## src/rtl/prf_pkg.sv

```systemverilog
package prf_pkg;

  typedef enum logic [2:0] {
    ST_IDLE    = 3'd0,
    ST_XLATE   = 3'd1,
    ST_FETCH   = 3'd2,
    ST_AWAIT   = 3'd3,
    ST_WRITE   = 3'd4,
    ST_RESTART = 3'd5,
    ST_FAULT   = 3'd6
  } prf_state_e;

  typedef enum logic [1:0] {
    CAUSE_NONE   = 2'd0,
    CAUSE_TLB    = 2'd1,
    CAUSE_DOUBLE = 2'd2,
    CAUSE_LOAD   = 2'd3
  } prf_cause_e;

endpackage

```

## src/rtl/prf_addr_gen.sv

```systemverilog
// Forms the virtual address of the page table entry that maps a faulting address.
module prf_addr_gen #(
  parameter int VA_W       = 32,
  parameter int PAGE_LOG2  = 12,
  parameter int ENTRY_LOG2 = 2
) (
  input  logic [VA_W-1:0] base,
  input  logic [VA_W-1:0] fault_vaddr,
  output logic [VA_W-1:0] pte_vaddr,
  output logic [VA_W-1:0] page_vaddr
);
  localparam int          VPN_W     = VA_W - PAGE_LOG2;
  localparam logic [VA_W-1:0] PAGE_MASK = {{VPN_W{1'b1}}, {PAGE_LOG2{1'b0}}};

  logic [VA_W-1:0] vpn;
  logic [VA_W-1:0] entry_offset;

  always_comb begin
    vpn          = fault_vaddr >> PAGE_LOG2;
    entry_offset = vpn << ENTRY_LOG2;
    pte_vaddr    = base + entry_offset;
    page_vaddr   = fault_vaddr & PAGE_MASK;
  end
endmodule

```

## src/rtl/prf_capture.sv

```systemverilog
// Holds the request context and the intermediate results of a refill.
module prf_capture
  import prf_pkg::*;
#(
  parameter int VA_W  = 32,
  parameter int PA_W  = 32,
  parameter int PTE_W = 32
) (
  input  logic             clk,
  input  logic             rst_n,
  input  logic             accept,
  input  logic [VA_W-1:0]  miss_vaddr,
  input  logic             miss_excm,
  input  logic [VA_W-1:0]  pte_base,
  input  logic             paddr_en,
  input  logic [PA_W-1:0]  lk_paddr,
  input  logic             pte_en,
  input  logic [PTE_W-1:0] rsp_data,
  input  logic             cause_en,
  input  prf_cause_e       cause_d,
  output logic [VA_W-1:0]  vaddr_q,
  output logic             excm_q,
  output logic [VA_W-1:0]  base_q,
  output logic [PA_W-1:0]  paddr_q,
  output logic [PTE_W-1:0] pte_q,
  output prf_cause_e       cause_q
);

  always_ff @(posedge clk or negedge rst_n) begin
    if (!rst_n) begin
      vaddr_q <= '0;
      excm_q  <= 1'b0;
      base_q  <= '0;
    end else if (accept) begin
      vaddr_q <= miss_vaddr;
      excm_q  <= miss_excm;
      base_q  <= pte_base;
    end
  end

  always_ff @(posedge clk or negedge rst_n) begin
    if (!rst_n) begin
      paddr_q <= '0;
    end else if (paddr_en) begin
      paddr_q <= lk_paddr;
    end
  end

  always_ff @(posedge clk or negedge rst_n) begin
    if (!rst_n) begin
      pte_q <= '0;
    end else if (pte_en) begin
      pte_q <= rsp_data;
    end
  end

  always_ff @(posedge clk or negedge rst_n) begin
    if (!rst_n) begin
      cause_q <= CAUSE_NONE;
    end else if (cause_en) begin
      cause_q <= cause_d;
    end
  end
endmodule

```

## src/rtl/prf_ctrl.sv

```systemverilog
// Sequencer: lookup of the entry address, one read, fill, restart or fault.
module prf_ctrl
  import prf_pkg::*;
(
  input  logic       clk,
  input  logic       rst_n,
  input  logic       miss_valid,
  input  logic       lk_hit,
  input  logic       mem_req_ready,
  input  logic       mem_rsp_valid,
  input  logic       mem_rsp_err,
  input  logic       excm_q,
  output prf_state_e state_q,
  output logic       accept,
  output logic       paddr_en,
  output logic       pte_en,
  output logic       cause_en,
  output prf_cause_e cause_d
);
  prf_state_e state_d;
  logic       state_en;

  always_comb begin
    state_d  = state_q;
    accept   = 1'b0;
    paddr_en = 1'b0;
    pte_en   = 1'b0;
    cause_en = 1'b0;
    cause_d  = CAUSE_NONE;
    unique case (state_q)
      ST_IDLE: begin
        if (miss_valid) begin
          accept  = 1'b1;
          state_d = ST_XLATE;
        end
      end
      ST_XLATE: begin
        if (lk_hit) begin
          paddr_en = 1'b1;
          state_d  = ST_FETCH;
        end else begin
          cause_en = 1'b1;
          cause_d  = excm_q ? CAUSE_DOUBLE : CAUSE_TLB;
          state_d  = ST_FAULT;
        end
      end
      ST_FETCH: begin
        if (mem_req_ready) begin
          state_d = ST_AWAIT;
        end
      end
      ST_AWAIT: begin
        if (mem_rsp_valid) begin
          if (mem_rsp_err) begin
            cause_en = 1'b1;
            cause_d  = CAUSE_LOAD;
            state_d  = ST_FAULT;
          end else begin
            pte_en  = 1'b1;
            state_d = ST_WRITE;
          end
        end
      end
      ST_WRITE:   state_d = ST_RESTART;
      ST_RESTART: state_d = ST_IDLE;
      ST_FAULT:   state_d = ST_IDLE;
      default:    state_d = ST_IDLE;
    endcase
    state_en = (state_d != state_q);
  end

  always_ff @(posedge clk or negedge rst_n) begin
    if (!rst_n) begin
      state_q <= ST_IDLE;
    end else if (state_en) begin
      state_q <= state_d;
    end
  end
endmodule

```

## src/rtl/pte_refill_engine.sv

```systemverilog
module pte_refill_engine
  import prf_pkg::*;
#(
  parameter int VA_W       = 32,
  parameter int PA_W       = 32,
  parameter int PTE_W      = 32,
  parameter int RING_W     = 2,
  parameter int PAGE_LOG2  = 12,
  parameter int ENTRY_LOG2 = 2
) (
  input  logic              clk,
  input  logic              rst_n,
  input  logic              miss_valid,
  input  logic [VA_W-1:0]   miss_vaddr,
  input  logic              miss_excm,
  output logic              miss_ready,
  input  logic [VA_W-1:0]   pte_base,
  output logic              lk_req,
  output logic [VA_W-1:0]   lk_vaddr,
  output logic [RING_W-1:0] lk_ring,
  input  logic              lk_hit,
  input  logic [PA_W-1:0]   lk_paddr,
  output logic              mem_req_valid,
  input  logic              mem_req_ready,
  output logic [PA_W-1:0]   mem_addr,
  output logic [RING_W-1:0] mem_ring,
  input  logic              mem_rsp_valid,
  input  logic              mem_rsp_err,
  input  logic [PTE_W-1:0]  mem_rsp_data,
  output logic              tlb_wr_en,
  output logic [VA_W-1:0]   tlb_wr_vaddr,
  output logic [PTE_W-1:0]  tlb_wr_pte,
  output logic              restart,
  output logic              exc_tlb_miss,
  output logic              exc_double,
  output logic              exc_load_err
);
  localparam logic [RING_W-1:0] KERNEL_RING = '0;

  prf_state_e       state_q;
  prf_cause_e       cause_q;
  prf_cause_e       cause_d;
  logic             accept, paddr_en, pte_en, cause_en;
  logic [VA_W-1:0]  vaddr_q, base_q, pte_vaddr, page_vaddr;
  logic             excm_q;
  logic [PA_W-1:0]  paddr_q;
  logic [PTE_W-1:0] pte_q;
  logic             await_rsp;
  logic             in_fault;

  prf_ctrl u_ctrl (
    .clk           (clk),
    .rst_n         (rst_n),
    .miss_valid    (miss_valid),
    .lk_hit        (lk_hit),
    .mem_req_ready (mem_req_ready),
    .mem_rsp_valid (mem_rsp_valid),
    .mem_rsp_err   (mem_rsp_err),
    .excm_q        (excm_q),
    .state_q       (state_q),
    .accept        (accept),
    .paddr_en      (paddr_en),
    .pte_en        (pte_en),
    .cause_en      (cause_en),
    .cause_d       (cause_d)
  );

  prf_capture #(
    .VA_W  (VA_W),
    .PA_W  (PA_W),
    .PTE_W (PTE_W)
  ) u_capture (
    .clk        (clk),
    .rst_n      (rst_n),
    .accept     (accept),
    .miss_vaddr (miss_vaddr),
    .miss_excm  (miss_excm),
    .pte_base   (pte_base),
    .paddr_en   (paddr_en),
    .lk_paddr   (lk_paddr),
    .pte_en     (pte_en),
    .rsp_data   (mem_rsp_data),
    .cause_en   (cause_en),
    .cause_d    (cause_d),
    .vaddr_q    (vaddr_q),
    .excm_q     (excm_q),
    .base_q     (base_q),
    .paddr_q    (paddr_q),
    .pte_q      (pte_q),
    .cause_q    (cause_q)
  );

  prf_addr_gen #(
    .VA_W       (VA_W),
    .PAGE_LOG2  (PAGE_LOG2),
    .ENTRY_LOG2 (ENTRY_LOG2)
  ) u_addr_gen (
    .base        (base_q),
    .fault_vaddr (vaddr_q),
    .pte_vaddr   (pte_vaddr),
    .page_vaddr  (page_vaddr)
  );

  always_comb begin
    in_fault      = (state_q == ST_FAULT);
    await_rsp     = (state_q == ST_AWAIT);
    miss_ready    = (state_q == ST_IDLE);
    lk_req        = (state_q == ST_XLATE);
    lk_vaddr      = pte_vaddr;
    lk_ring       = KERNEL_RING;
    mem_req_valid = (state_q == ST_FETCH);
    mem_addr      = paddr_q;
    mem_ring      = KERNEL_RING;
    tlb_wr_en     = (state_q == ST_WRITE);
    tlb_wr_vaddr  = page_vaddr;
    tlb_wr_pte    = pte_q;
    restart       = (state_q == ST_RESTART);
    exc_tlb_miss  = in_fault && (cause_q == CAUSE_TLB);
    exc_double    = in_fault && (cause_q == CAUSE_DOUBLE);
    exc_load_err  = in_fault && (cause_q == CAUSE_LOAD);
  end
endmodule

```

## config.mk

```make
export PLATFORM = sky130hd
export DESIGN_NAME = pte_refill_engine
export DESIGN_NICKNAME = d
export VERILOG_FILES = /design/src/rtl/prf_pkg.sv /design/src/rtl/prf_addr_gen.sv /design/src/rtl/prf_capture.sv /design/src/rtl/prf_ctrl.sv /design/src/rtl/pte_refill_engine.sv
export SDC_FILE = /design/constraint.sdc
export NUM_CORES = 1
export LEC_CHECK = 0
export BUFFER_PORTS_ARGS = -buffer_cell sky130_fd_sc_hd__buf_2
export CAP_MARGIN = 20
export CORE_UTILIZATION = 43
export CTS_CLUSTER_DIAMETER = 200
export DETAILED_ROUTE_END_ITERATION = 16
export PLACE_DENSITY = 0.77
export SKIP_LAST_GASP = 1
export SLEW_MARGIN = 30
export SYNTH_ARGS = -nofsm -noshare
export SYNTH_HDL_FRONTEND = slang
export SYNTH_SLANG_ARGS = --single-unit
export TNS_END_PERCENT = 30
```

## constraint.sdc

```tcl
create_clock -name clk -period 2.2 [get_ports clk]
set_input_delay 0 -clock clk [delete_from_list [all_inputs] [get_ports clk]]
set_output_delay 0 -clock clk [all_outputs]
set_load 0.03 [all_outputs]
```

==> run_results.csv <==
group,metric,value,unit
synthesis,synth_seq_area_share,50.5,%
sta,hold_viol_final,0,
clocking,cts.root.buffer_cell,"clkbuf_16",
setup_path,slowest_delay,0.42,ns
synthesis,synthMostInstantiatedCell,"dfrtp_1",
global_route,grt_pass1_wl,31.1,mm
die,die_height,121,µm
flow_run,drv_cap,0,
drt,met2_length,10.8,mm
global_route,grt-ovfl-total,0,
global_route,antenna_found_initial,0,
cells_and_area,fillers,801,
synthesis,syn_area,6040,µm²
drt,wl_met3,1.32,mm
global_route,grt_util_all_layers,28.7,%
drt,drt_iter0_drc,270,
setup_path,critical-path-slowest-cell,"dfrtp_2",
drt,routed.top_layer,"met4",
synthesis,synth_cells,480,
drt,detail-route-antenna-nets,0,
synthesis,ys_seq_elements,122,
sta,setup_viol,24,
setup_path,crit_arrival,2.77,ns
setup_path,cp_cell_sequence,"ha_4 -> fa_2 -> a21o_1 -> a221oi_4 -> a211oi_2 -> o211ai_2 -> buf_6 -> a2111oi_4 -> xor2_2 -> buf_6",
setup_path,required,2.20,ns
sta,worst_slack,-0.570,ns
synthesis,synth_ff_type,"dfrtp_1",
drt,post_drt_wl_per_cell,18.6,µm
placed_design,place_congestion,0.860,
drt,first_pass_iters,4,
cells_and_area,utilization,75.4,%
clocking,clk_pin_slew,0.06,ns
global_route,grt_pass1_vias,6115,
clocking,cts_max_path_buffers,2,
synthesis,synth_area_per_cell,12.6,µm²
min_path,min-delay-path-class,"in2async",
synthesis,yosys-top-cells-area,"dfrtp_1, mux2_2, ha_1, buf_4, xor2_1",
cells_and_area,nets,1062,
clocking,clock_sinks,122,
placed_design,dp_cells,936,
status,outcome,"finished with violations",
cells_and_area,instances_no_fill,1094,
die,io_pins,276,
drt,met1_length,7.40,mm
placed_design,place_hpwl,12.6,mm
cells_and_area,diodes,0,
setup_path,r2r_cells,4,
cells_and_area,drive_gt1_share,57.1,%
clocking,clock_latency,0.42,ns
sta,worst_slew_pin_slew,0.622,ns
setup_path,start_kind,"flop",
cells_and_area,stdcell_area,10100,µm²
synthesis,yosysTopAreaCell,"dfrtp_1",
clocking,cts_tree,"done",
die,fp-row-count,42,
sta,max_freq,361,MHz
die,start_util,44.9,%
synthesis,synth_common_cells,"dfrtp_1, mux2_2, a21oi_1",
synthesis,synth_edf_count,0,
placed_design,place_area,8210,µm²
drt,wirelength,20.4,mm
drt,vias,5626,
die,core,13500,µm²
sta,report.final.slew_viol_count,0,
synthesis,async_flop_share,100,%
synthesis,yosysTopAreaCellShare,50.5,%
drt,via_per_inst,5.14,
synthesis,synthDistinctLibCells,48,
setup_path,crit_top_cell,"buf_6",
die,dieArea,14500,µm²
sta,fin_crit_sh,126,%
clocking,htreeDepth,4,
drt,drc,0,
sta,rsz0062_at_grt,"true",
setup_path,cp_max_fo,5,
synthesis,ys_warn_count,0,
clocking,numCtsBuffers,17,
sta,finalClockSkew,0.0123,ns
sta,slew-limit-headroom,58.5,%
global_route,grt_start_max_net_pins,46,
setup_path,crit_type,"reg2out",
cells_and_area,syn_to_final_growth,67.9,%
sta,period_needed,2.77,ns
die,chipWidth,121,µm
setup_path,end_kind,"output port",
placed_design,port_buffers,247,
status,failed_checks,"setup timing",
-- worst paths after layout --
path	endpoint	from	slack, ns
worst max register to register	u_capture.vaddr_q[25]$_DFFE_PN0P_	u_ctrl.state_q[1]$_DFFE_PN0P_	0.28
max in group asynchronous	u_capture.vaddr_q[28]$_DFFE_PN0P_	rst_n	1.39
worst max-delay path	lk_vaddr[30]	u_capture.vaddr_q[12]$_DFFE_PN0P_	-0.57
worst min register to register	u_capture.paddr_q[16]$_DFFE_PN0P_	u_capture.paddr_q[16]$_DFFE_PN0P_	0.50
min in group clk	u_capture.paddr_q[15]$_DFFE_PN0P_	lk_paddr[15]	0.35
worst min-delay path	u_capture.vaddr_q[17]$_DFFE_PN0P_	rst_n	0.14
-- repair_timing --
item                                    CTS  global route
gates resized for setup                  19             9
pin swaps                                 7             9
hold buffers                            123             0
endpoints found under the setup margin   24            25
endpoints found under the hold margin   165             0
buffers inserted                          1             2
-- layout by cell type, fill, tap and decap left out, drive strengths merged, types with 3 or more instances in the layout --
| cell | instances |
|---|---|
| clkbuf | 21 |
| and3 | 6 |
| ha | 20 |
| nor3 | 6 |
| nand3 | 6 |
| buf | 305 |
| clkinv | 4 |
| a211oi | 9 |
| a21oi | 21 |
| and3b | 3 |
| mux2 | 116 |
| o21ai | 11 |
| dlygate4sd3 | 123 |
| a21o | 6 |
| a2111oi | 4 |
| nor2 | 19 |
| and2 | 4 |
| dfrtp | 122 |
| o21a | 3 |
| conb | 16 |
| o2111ai | 3 |
| nand2b | 4 |
| xor2 | 15 |
| nand2 | 20 |
| inv | 10 |
| xnor2 | 12 |
-- cells by family after synthesis --
| group | share of synthesized area (%) |
|---|---|
| other | 0.0620 |
| xor gates and xnor gates | 3.91 |
| adders and majority gates | 4.47 |
| buffers and inverters | 4.20 |
| DFF | 50.5 |
| muxes | 21.8 |
| and+or+nand+nor | 6.48 |
| AOI/OAI and AO/OA | 8.59 |
-- cell type report --
cell class                 count  area, µm²  area share, %
sequential                   122       3070           30.3
inverter                       6       22.5          0.222
clock buffer                  20        457           4.50
timing repair buffer         429       3040           30.0
clock inverter                12        138           1.36
tap                          176        220           2.17
multi-input combinational    329       3200           31.5
-- per-stage QoR --
stage / setup slack, ns / hold WS [ns] / TNS [ns]
2_1_floorplan: -0.273 / -0.296 / -7.95
3_3_place_gp: -0.122 / 0.0242 / -0.895
3_5_place_dp: -0.161 / 0.0434 / -1.29
4_1_cts: -0.563 / 0.148 / -10.45
5_1_grt: -0.705 / 0.190 / -12.92
6_report: -0.570 / 0.144 / -10.25
-- per-layer routing --
metal  vias to the layer above  global-route usage [%]
met5                         -                       0
met4                         0                    14.3
met3                        69                    7.74
met2                       265                    54.1
met1                      2753                    28.9
li1                       2539                       -
-- flip-flops by register name (all words and copies together) (netlist names) --
signal,count
u_capture.base_q,32
u_capture.paddr_q,32
u_capture.pte_q,32
u_capture.vaddr_q,20
u_ctrl.state_q,3
u_capture.cause_q,2
u_capture.excm_q,1
-- worst max-delay path: cells and delay by family (launching register included) --
kind / cells / cell delay, ns
XOR/XNOR: 1 / 0.17
buffers and inverters: 2 / 0.32
AO/OA/AOI/OAI: 5 / 0.93
flip-flops: 1 / 0.42
adder cells (fa/ha/maj): 2 / 0.49
Power is left out: the tool's default activity adds up to more than one toggle a clock period on the data nets, which glitch-free logic cannot reach.
